==> src/rtl/supv_pkg.sv <==
package supv_pkg;

  typedef enum logic [1:0] {
    WD_SHORT = 2'b00,
    WD_MID   = 2'b01,
    WD_LONG  = 2'b10,
    WD_OFF   = 2'b11
  } wd_sel_e;

  // Period in cycles for a given code; the off code returns the long value
  // (never used for expiry).
  function automatic int unsigned wd_limit(wd_sel_e s, int unsigned p_short,
                                           int unsigned p_mid, int unsigned p_long);
    case (s)
      WD_SHORT: return p_short;
      WD_MID:   return p_mid;
      default:  return p_long;
    endcase
  endfunction

  // Hold-off finished once the count reaches the target.
  function automatic logic holdoff_done(int unsigned cnt, int unsigned target);
    return cnt >= target;
  endfunction

  function automatic int unsigned max3(int unsigned a, int unsigned b, int unsigned c);
    int unsigned m;
    m = (a > b) ? a : b;
    return (m > c) ? m : c;
  endfunction

endpackage

==> src/rtl/supv_sync.sv <==
module supv_sync #(
  parameter int unsigned W = 1,
  parameter logic [W-1:0] RST_VAL = '0
) (
  input  logic         clk_i,
  input  logic         arst_ni,
  input  logic [W-1:0] d_i,
  output logic [W-1:0] q_o
);
  logic [W-1:0] stage1_q, stage2_q;

  always_ff @(posedge clk_i or negedge arst_ni) begin
    if (!arst_ni) begin
      stage1_q <= RST_VAL;
      stage2_q <= RST_VAL;
    end else begin
      stage1_q <= d_i;
      stage2_q <= stage1_q;
    end
  end

  assign q_o = stage2_q;
endmodule

==> src/rtl/supv_start_det.sv <==
module supv_start_det (
  input  logic clk_i,
  input  logic arst_ni,
  input  logic scl_s_i,
  input  logic sda_s_i,
  output logic start_o
);
  logic sda_d_q;

  always_ff @(posedge clk_i or negedge arst_ni) begin
    if (!arst_ni) sda_d_q <= 1'b1;
    else          sda_d_q <= sda_s_i;
  end

  // falling data line while the clock line is high
  assign start_o = sda_d_q & ~sda_s_i & scl_s_i;
endmodule

==> src/rtl/supv_holdoff.sv <==
module supv_holdoff import supv_pkg::*; #(
  parameter int unsigned HOLD_CYCLES = 40_000_000
) (
  input  logic clk_i,
  input  logic arst_ni,
  input  logic vok_i,
  input  logic bite_i,
  output logic rst_act_o
);
  localparam int unsigned HW = $clog2(HOLD_CYCLES + 1);

  logic [HW-1:0] cnt_q;
  logic          done;

  assign done = holdoff_done(32'(cnt_q), HOLD_CYCLES);

  always_ff @(posedge clk_i or negedge arst_ni) begin
    if (!arst_ni) begin
      cnt_q <= '0;
    end else if (!vok_i || bite_i) begin
      cnt_q <= '0;
    end else if (!done) begin
      cnt_q <= cnt_q + 1'b1;
    end
  end

  assign rst_act_o = !vok_i || !done;
endmodule

==> src/rtl/supv_watchdog.sv <==
module supv_watchdog import supv_pkg::*; #(
  parameter int unsigned WD_SHORT_CYC = 20_000_000,
  parameter int unsigned WD_MID_CYC   = 100_000_000,
  parameter int unsigned WD_LONG_CYC  = 280_000_000,
  parameter logic [1:0]  WD_SEL_INIT  = 2'b00
) (
  input  logic       clk_i,
  input  logic       arst_ni,
  input  logic       start_i,
  input  logic       rst_act_i,
  input  logic       wp_s_i,
  input  logic       sel_we_i,
  input  logic [1:0] sel_i,
  output logic       bite_o
);
  localparam int unsigned CMAX = max3(WD_SHORT_CYC, WD_MID_CYC, WD_LONG_CYC);
  localparam int unsigned CW   = $clog2(CMAX + 1);

  wd_sel_e       sel_q;
  logic [CW-1:0] cnt_q;
  logic [CW-1:0] lim_m1;
  logic          wd_on;

  assign lim_m1 = CW'(wd_limit(sel_q, WD_SHORT_CYC, WD_MID_CYC, WD_LONG_CYC) - 1);
  assign wd_on  = (sel_q != WD_OFF);
  assign bite_o = !rst_act_i && wd_on && !start_i && (cnt_q == lim_m1);

  always_ff @(posedge clk_i or negedge arst_ni) begin
    if (!arst_ni) begin
      sel_q <= wd_sel_e'(WD_SEL_INIT);
    end else if (sel_we_i && !wp_s_i) begin
      sel_q <= wd_sel_e'(sel_i);
    end
  end

  always_ff @(posedge clk_i or negedge arst_ni) begin
    if (!arst_ni) begin
      cnt_q <= '0;
    end else if (rst_act_i || !wd_on || start_i || bite_o) begin
      cnt_q <= '0;
    end else begin
      cnt_q <= cnt_q + 1'b1;
    end
  end
endmodule

==> src/rtl/supv_reset_wdog.sv <==
module supv_reset_wdog import supv_pkg::*; #(
  parameter int unsigned HOLD_CYCLES  = 40_000_000,
  parameter int unsigned WD_SHORT_CYC = 20_000_000,
  parameter int unsigned WD_MID_CYC   = 100_000_000,
  parameter int unsigned WD_LONG_CYC  = 280_000_000,
  parameter logic [1:0]  WD_SEL_INIT  = 2'b00
) (
  input  logic       clk_i,
  input  logic       arst_ni,
  input  logic       vsup_ok_i,
  input  logic       scl_i,
  input  logic       sda_i,
  input  logic       wp_i,
  input  logic [1:0] wdsel_i,
  input  logic       wdsel_we_i,
  output logic       rst_o,
  output logic       rst_no
);
  localparam int unsigned HW = $clog2(HOLD_CYCLES + 1);
  localparam int unsigned CW = $clog2(max3(WD_SHORT_CYC, WD_MID_CYC, WD_LONG_CYC) + 1);

  // synchronized pins: {wp, sda, scl, vok}; idle bus high, lock on at reset
  logic [3:0] pins_raw, pins_s;
  logic       vok, scl_s, sda_s, wp_s;
  logic       start_evt, bite, rst_act;

  assign pins_raw = {wp_i, sda_i, scl_i, vsup_ok_i};

  supv_sync #(.W(4), .RST_VAL(4'b1110)) u_sync (
    .clk_i(clk_i), .arst_ni(arst_ni), .d_i(pins_raw), .q_o(pins_s)
  );

  assign vok   = pins_s[0];
  assign scl_s = pins_s[1];
  assign sda_s = pins_s[2];
  assign wp_s  = pins_s[3];

  supv_start_det u_start (
    .clk_i(clk_i), .arst_ni(arst_ni), .scl_s_i(scl_s), .sda_s_i(sda_s),
    .start_o(start_evt)
  );

  supv_holdoff #(.HOLD_CYCLES(HOLD_CYCLES)) u_hold (
    .clk_i(clk_i), .arst_ni(arst_ni), .vok_i(vok), .bite_i(bite),
    .rst_act_o(rst_act)
  );

  supv_watchdog #(
    .WD_SHORT_CYC(WD_SHORT_CYC), .WD_MID_CYC(WD_MID_CYC),
    .WD_LONG_CYC(WD_LONG_CYC), .WD_SEL_INIT(WD_SEL_INIT)
  ) u_wd (
    .clk_i(clk_i), .arst_ni(arst_ni), .start_i(start_evt), .rst_act_i(rst_act),
    .wp_s_i(wp_s), .sel_we_i(wdsel_we_i), .sel_i(wdsel_i), .bite_o(bite)
  );

  assign rst_o  = rst_act;
  assign rst_no = ~rst_act;
endmodule

==> config.mk <==
export PLATFORM = sky130hd
export DESIGN_NAME = supv_reset_wdog
export DESIGN_NICKNAME = d
export VERILOG_FILES = /design/src/rtl/supv_pkg.sv /design/src/rtl/supv_sync.sv /design/src/rtl/supv_start_det.sv /design/src/rtl/supv_holdoff.sv /design/src/rtl/supv_watchdog.sv /design/src/rtl/supv_reset_wdog.sv
export SDC_FILE = /design/constraint.sdc
export NUM_CORES = 1
export LEC_CHECK = 0
export BUFFER_PORTS_ARGS = -buffer_cell sky130_fd_sc_hd__buf_2
export CORE_MARGIN = 4
export CORE_UTILIZATION = 39
export DETAILED_ROUTE_END_ITERATION = 8
export GPL_ROUTABILITY_DRIVEN = 0
export SLEW_MARGIN = 20
export SYNTH_ARGS = -nofsm -noshare
export SYNTH_HDL_FRONTEND = slang
export SYNTH_SLANG_ARGS = --single-unit
export TNS_END_PERCENT = 30
==> constraint.sdc <==
create_clock -name clk_i -period 3 [get_ports clk_i]
set_input_delay 0.6 -clock clk_i [delete_from_list [all_inputs] [get_ports clk_i]]
set_output_delay 0.6 -clock clk_i [all_outputs]
set_load 0.005 [all_outputs]
==> flow_metrics.env <==
export IMPL_die_w_um=104
export IMPL_syn_area_per_cell_sq_um=9.71
export IMPL_cts_sinks=66
export IMPL_hold_buffers=0
export IMPL_syn_to_final_growth_pct=9.90
export IMPL_muxShareOfSynthArea_pct=0.625
export IMPL_synth_largest_type_area_fraction_pct=41.0
export IMPL_power_share_switching_pct=22.8
export IMPL_antenna_cells_inserted=0
export IMPL_post_synth_main_area_contributors="dfrtp_1, xnor2_1, dfstp_2, nor3_1, a211oi_1"
export IMPL_dp_cells=481
export IMPL_synth_top_family_by_area="simple AND/OR/NAND/NOR gates"
export IMPL_synth_ff_type="dfrtp_1"
export IMPL_cts_tree="built"
export IMPL_critical_path_buf_inv_count=2
export IMPL_dieHeight_um=104
export IMPL_p_seq_share_pct=57.1
export IMPL_fin_cells=497
export IMPL_largest_clock_skew_in_the_final_design_ns=0.0113
export IMPL_end_kind="output port"
export IMPL_yosys_warnings=0
export IMPL_tightest_slew_ns=0.821
export IMPL_p_sw_mw=0.368
export IMPL_via_per_inst=5.83
export IMPL_p_int_mw=1.25
export IMPL_critical_path_max_stage_delay_ns=0.42
export IMPL_critical_path_slowest_cell="dfrtp_1"
export IMPL_syn_nets=383
export IMPL_grt_setup_unrepaired="false"
export IMPL_powerDensity_nw_per_um2=408
export IMPL_startpoint_type="register"
export IMPL_number_of_synthesized_flops_with_an_enable_pin=0
export IMPL_postSynthRegisterBits=66
export IMPL_nets=396
export IMPL_insertion_delay_ns=0.33
export IMPL_design_portCount=11
export IMPL_drtIter0Drc=172
export IMPL_mapped_area_sq_um=3600
export IMPL_postSynth_asyncResetShare_pct=100
export IMPL_post_synth_fa_ha_maj_area_fraction_pct=1.04
export IMPL_leak_pwr_nw=1.33
export IMPL_wirelength_mm=7.69
export IMPL_synth_cell_type_count=49
export IMPL_critical_path_cell_chain="nor3_1 -> o211ai_1 -> and2_0 -> o21ai_0 -> inv_1 -> buf_2"
export IMPL_layout_worst_path_cycle_share_pct=91.5
export IMPL_initial_core_util_pct=40.7
export IMPL_clkPwrFrac_pct=39.7
export IMPL_route_vias_total=2899
export IMPL_number_of_antenna_violations_at_the_first_check_in_global_routing=0
export IMPL_worstPathMaxFanout=8
export IMPL_drc_errors=0
export IMPL_core_area_sq_um=8850
export IMPL_min_delay_worst_type="in -> async"
export IMPL_grt_max_degree=36
export IMPL_final_setup_viol_count=0
export IMPL_run_status="complete, no violations"
export IMPL_global_route_overflow_total=0
export IMPL_cts_root_buf="clkbuf_8"
export IMPL_timing_final_max_slew_violations=0
export IMPL_yosysTopAreaCell="dfrtp_1"
export IMPL_cts_reportedPaths_clkPinSlew_ns=0.07
export IMPL_p_comb_share_pct=3.2
export IMPL_ant_nets=0
export IMPL_dr_pass1_iters=4
export IMPL_cts_buffers=9
export IMPL_port_buffers=10
export IMPL_hpwlAfterDp_mm=5.21
export IMPL_drive_gt1_share_pct=13.9
export IMPL_irDropWorstVdd_uv=288
export IMPL_cts_max_path_buffers=2
export IMPL_report_final_hold_viol_count=0
export IMPL_synth_xor_xnor_area_share_pct=6.81
export IMPL_track_usage_pct=15.0
export IMPL_rows=34
export IMPL_post_synth_and_or_nand_nor_area_fraction_pct=26.9
export IMPL_slew_headroom_pct=44.9
export IMPL_worst_ep_arrival_time_ns=2.15
export IMPL_setup_total_negative_slack_ns=0
export IMPL_final_period_minus_worst_setup_slack_ns=2.75
export IMPL_seq_area_frac_synth_pct=46.1
export IMPL_dieArea_sq_um=10800
export IMPL_max_cap_violations=0
export IMPL_timing_worst_setup_path_type="reg -> out"
export IMPL_synthesis_instances=371
export IMPL_max_clock_freq_mhz=364
export IMPL_cpLargestDelayFamily="simple AND/OR/NAND/NOR gates"
export IMPL_grt_pass1_wl_mm=13.6
export IMPL_grt_pass1_vias=2777
export IMPL_cts_max_level=3
export IMPL_worstPathRequired_ns=2.40
export IMPL_detail_route_wl_per_cell_um=15.5
export IMPL_synth_compound_area_share_pct=13.9
-- worst register-to-register path, delay by kind of cell, from the launching register on --
| kind | cells | cell delay [ns] |
|---|---|---|
| buffers and inverters | 1 | 0.26 |
| AND/OR/NAND/NOR | 3 | 1.18 |
| AO/OA/AOI/OAI | 2 | 0.50 |
| flip-flops | 1 | 0.42 |
-- placed cells by master, fill, tap and decap left out, types with 9 or more instances in the layout --
master	n
dfrtp_1	59
nor3_1	35
nand2_1	26
xnor2_1	23
a211oi_1	22
nand3_1	21
inv_1	19
or4_1	19
o31ai_1	16
nor2_1	11
clkbuf_8	10
buf_2	10
o21ai_0	9
or3_1	9
buf_4	9
-- stage by stage --
step / setup slack, ns / cell area (sq um) / power [mW] / hold slack [ns] / util, %
final: 0.255 / 3960 / 1.61 / 0.325 / 44.7
after global routing: 0.0331 / 3960 / 1.69 / 0.350 / 44.7
after global placement: 0.578 / 3790 / 0.991 / 0.333 / 42.8
after CTS: 0.0858 / 3950 / 1.64 / 0.346 / 44.7
after detailed placement: 0.461 / 3790 / 0.992 / 0.337 / 42.8
after floorplan: 0.522 / 3600 / 0.959 / 0.304 / -
-- timing repair --
action / CTS / global route
resized for setup: 0 / 1
buffers inserted: 0 / 0
setup endpoints to repair: 0 / 2
-- sequential cells by signal, indices dropped and copies added (netlist names) --
signal           count
u_wd.cnt_q          29
u_sync.stage1_q      4
u_hold.cnt_q        26
u_start.sda_d_q      1
u_sync.q_o           4
u_wd.sel_q           2
-- cells in the mapped netlist (2+ instances only) --
cell type,instances
a2111oi_0,5
a211oi_1,23
a211oi_2,2
a21oi_1,3
and3_1,6
buf_2,6
buf_6,2
clkbuf_1,10
dfrtp_1,59
dfstp_2,7
ha_1,3
inv_1,19
mux2_2,2
nand2_1,26
nand2b_1,3
nand3_1,21
nand4_1,7
nand4b_1,3
nand4bb_1,2
nor2_1,11
nor2b_1,2
nor3_1,35
nor3b_1,3
nor4_1,7
o211ai_1,2
o21ai_0,9
o22ai_1,2
o31ai_1,16
or2_2,2
or3_1,9
or3b_1,2
or4_1,19
xnor2_1,23
xor2_1,5
-- kinds of logic (layout without fill, tap and decap cells) --
family                   count (synthesis)  in the layout
adder cells (fa/ha/maj)                  3              3
XOR/XNOR                                28             28
multiplexers                             2              2
flip-flops                              66             66
AO/OA/AOI/OAI                           66             66
AND/OR/NAND/NOR                        168            168
buffers and inverters                   38             56
-- cell type report --
cell class / count / area, sq um
sequential: 66 / 1660
fill: 832 / 4890
inverter: 20 / 75.1
tap: 108 / 135
multi-input combinational: 267 / 1790
clock buffer: 13 / 149
timing repair buffer: 20 / 138
clock inverter: 3 / 15.0
-- metal layers --
layer / GRT usage, % / vias up / part of all wire, %
li1: - / 1417 / -
met1: 22.2 / 1420 / 51
met2: 22.4 / 56 / 44
met3: 2.36 / 6 / 4.4
met4: 5.13 / 0 / 0.88
met5: 0 / - / 0
-- worst paths after layout --
path | slack (ns) | endpoint | startpoint | cells after the start
worst max-delay path | 0.25 | rst_no | u_hold.cnt_q[20]$_DFFE_PN0P_ | 6
worst min-delay path | 0.32 | u_hold.cnt_q[21]$_DFFE_PN0P_ | arst_ni | 1
worst max register to register | 0.52 | u_hold.cnt_q[9]$_DFFE_PN0P_ | u_hold.cnt_q[20]$_DFFE_PN0P_ | 6
worst min register to register | 0.35 | u_sync.q_o[0]$_DFF_PN0_ | u_sync.stage1_q[0]$_DFF_PN0_ | 0
max in group asynchronous | 2.02 | u_wd.cnt_q[6]$_DFF_PN0_ | arst_ni | 2
min in group clk_i | 0.35 | u_sync.q_o[0]$_DFF_PN0_ | u_sync.stage1_q[0]$_DFF_PN0_ | 0
-- power by group through the flow --
stage	clock network [mW]	logic, mW	registers [mW]
3_5_place_dp	0	0.0547	0.937
2_1_floorplan	0	0.0286	0.930
5_1_grt	0.707	0.0607	0.923
4_1_cts	0.663	0.0548	0.920
3_3_place_gp	0	0.0540	0.937
6_report	0.640	0.0524	0.921
(Power assumes the default switching activity.)
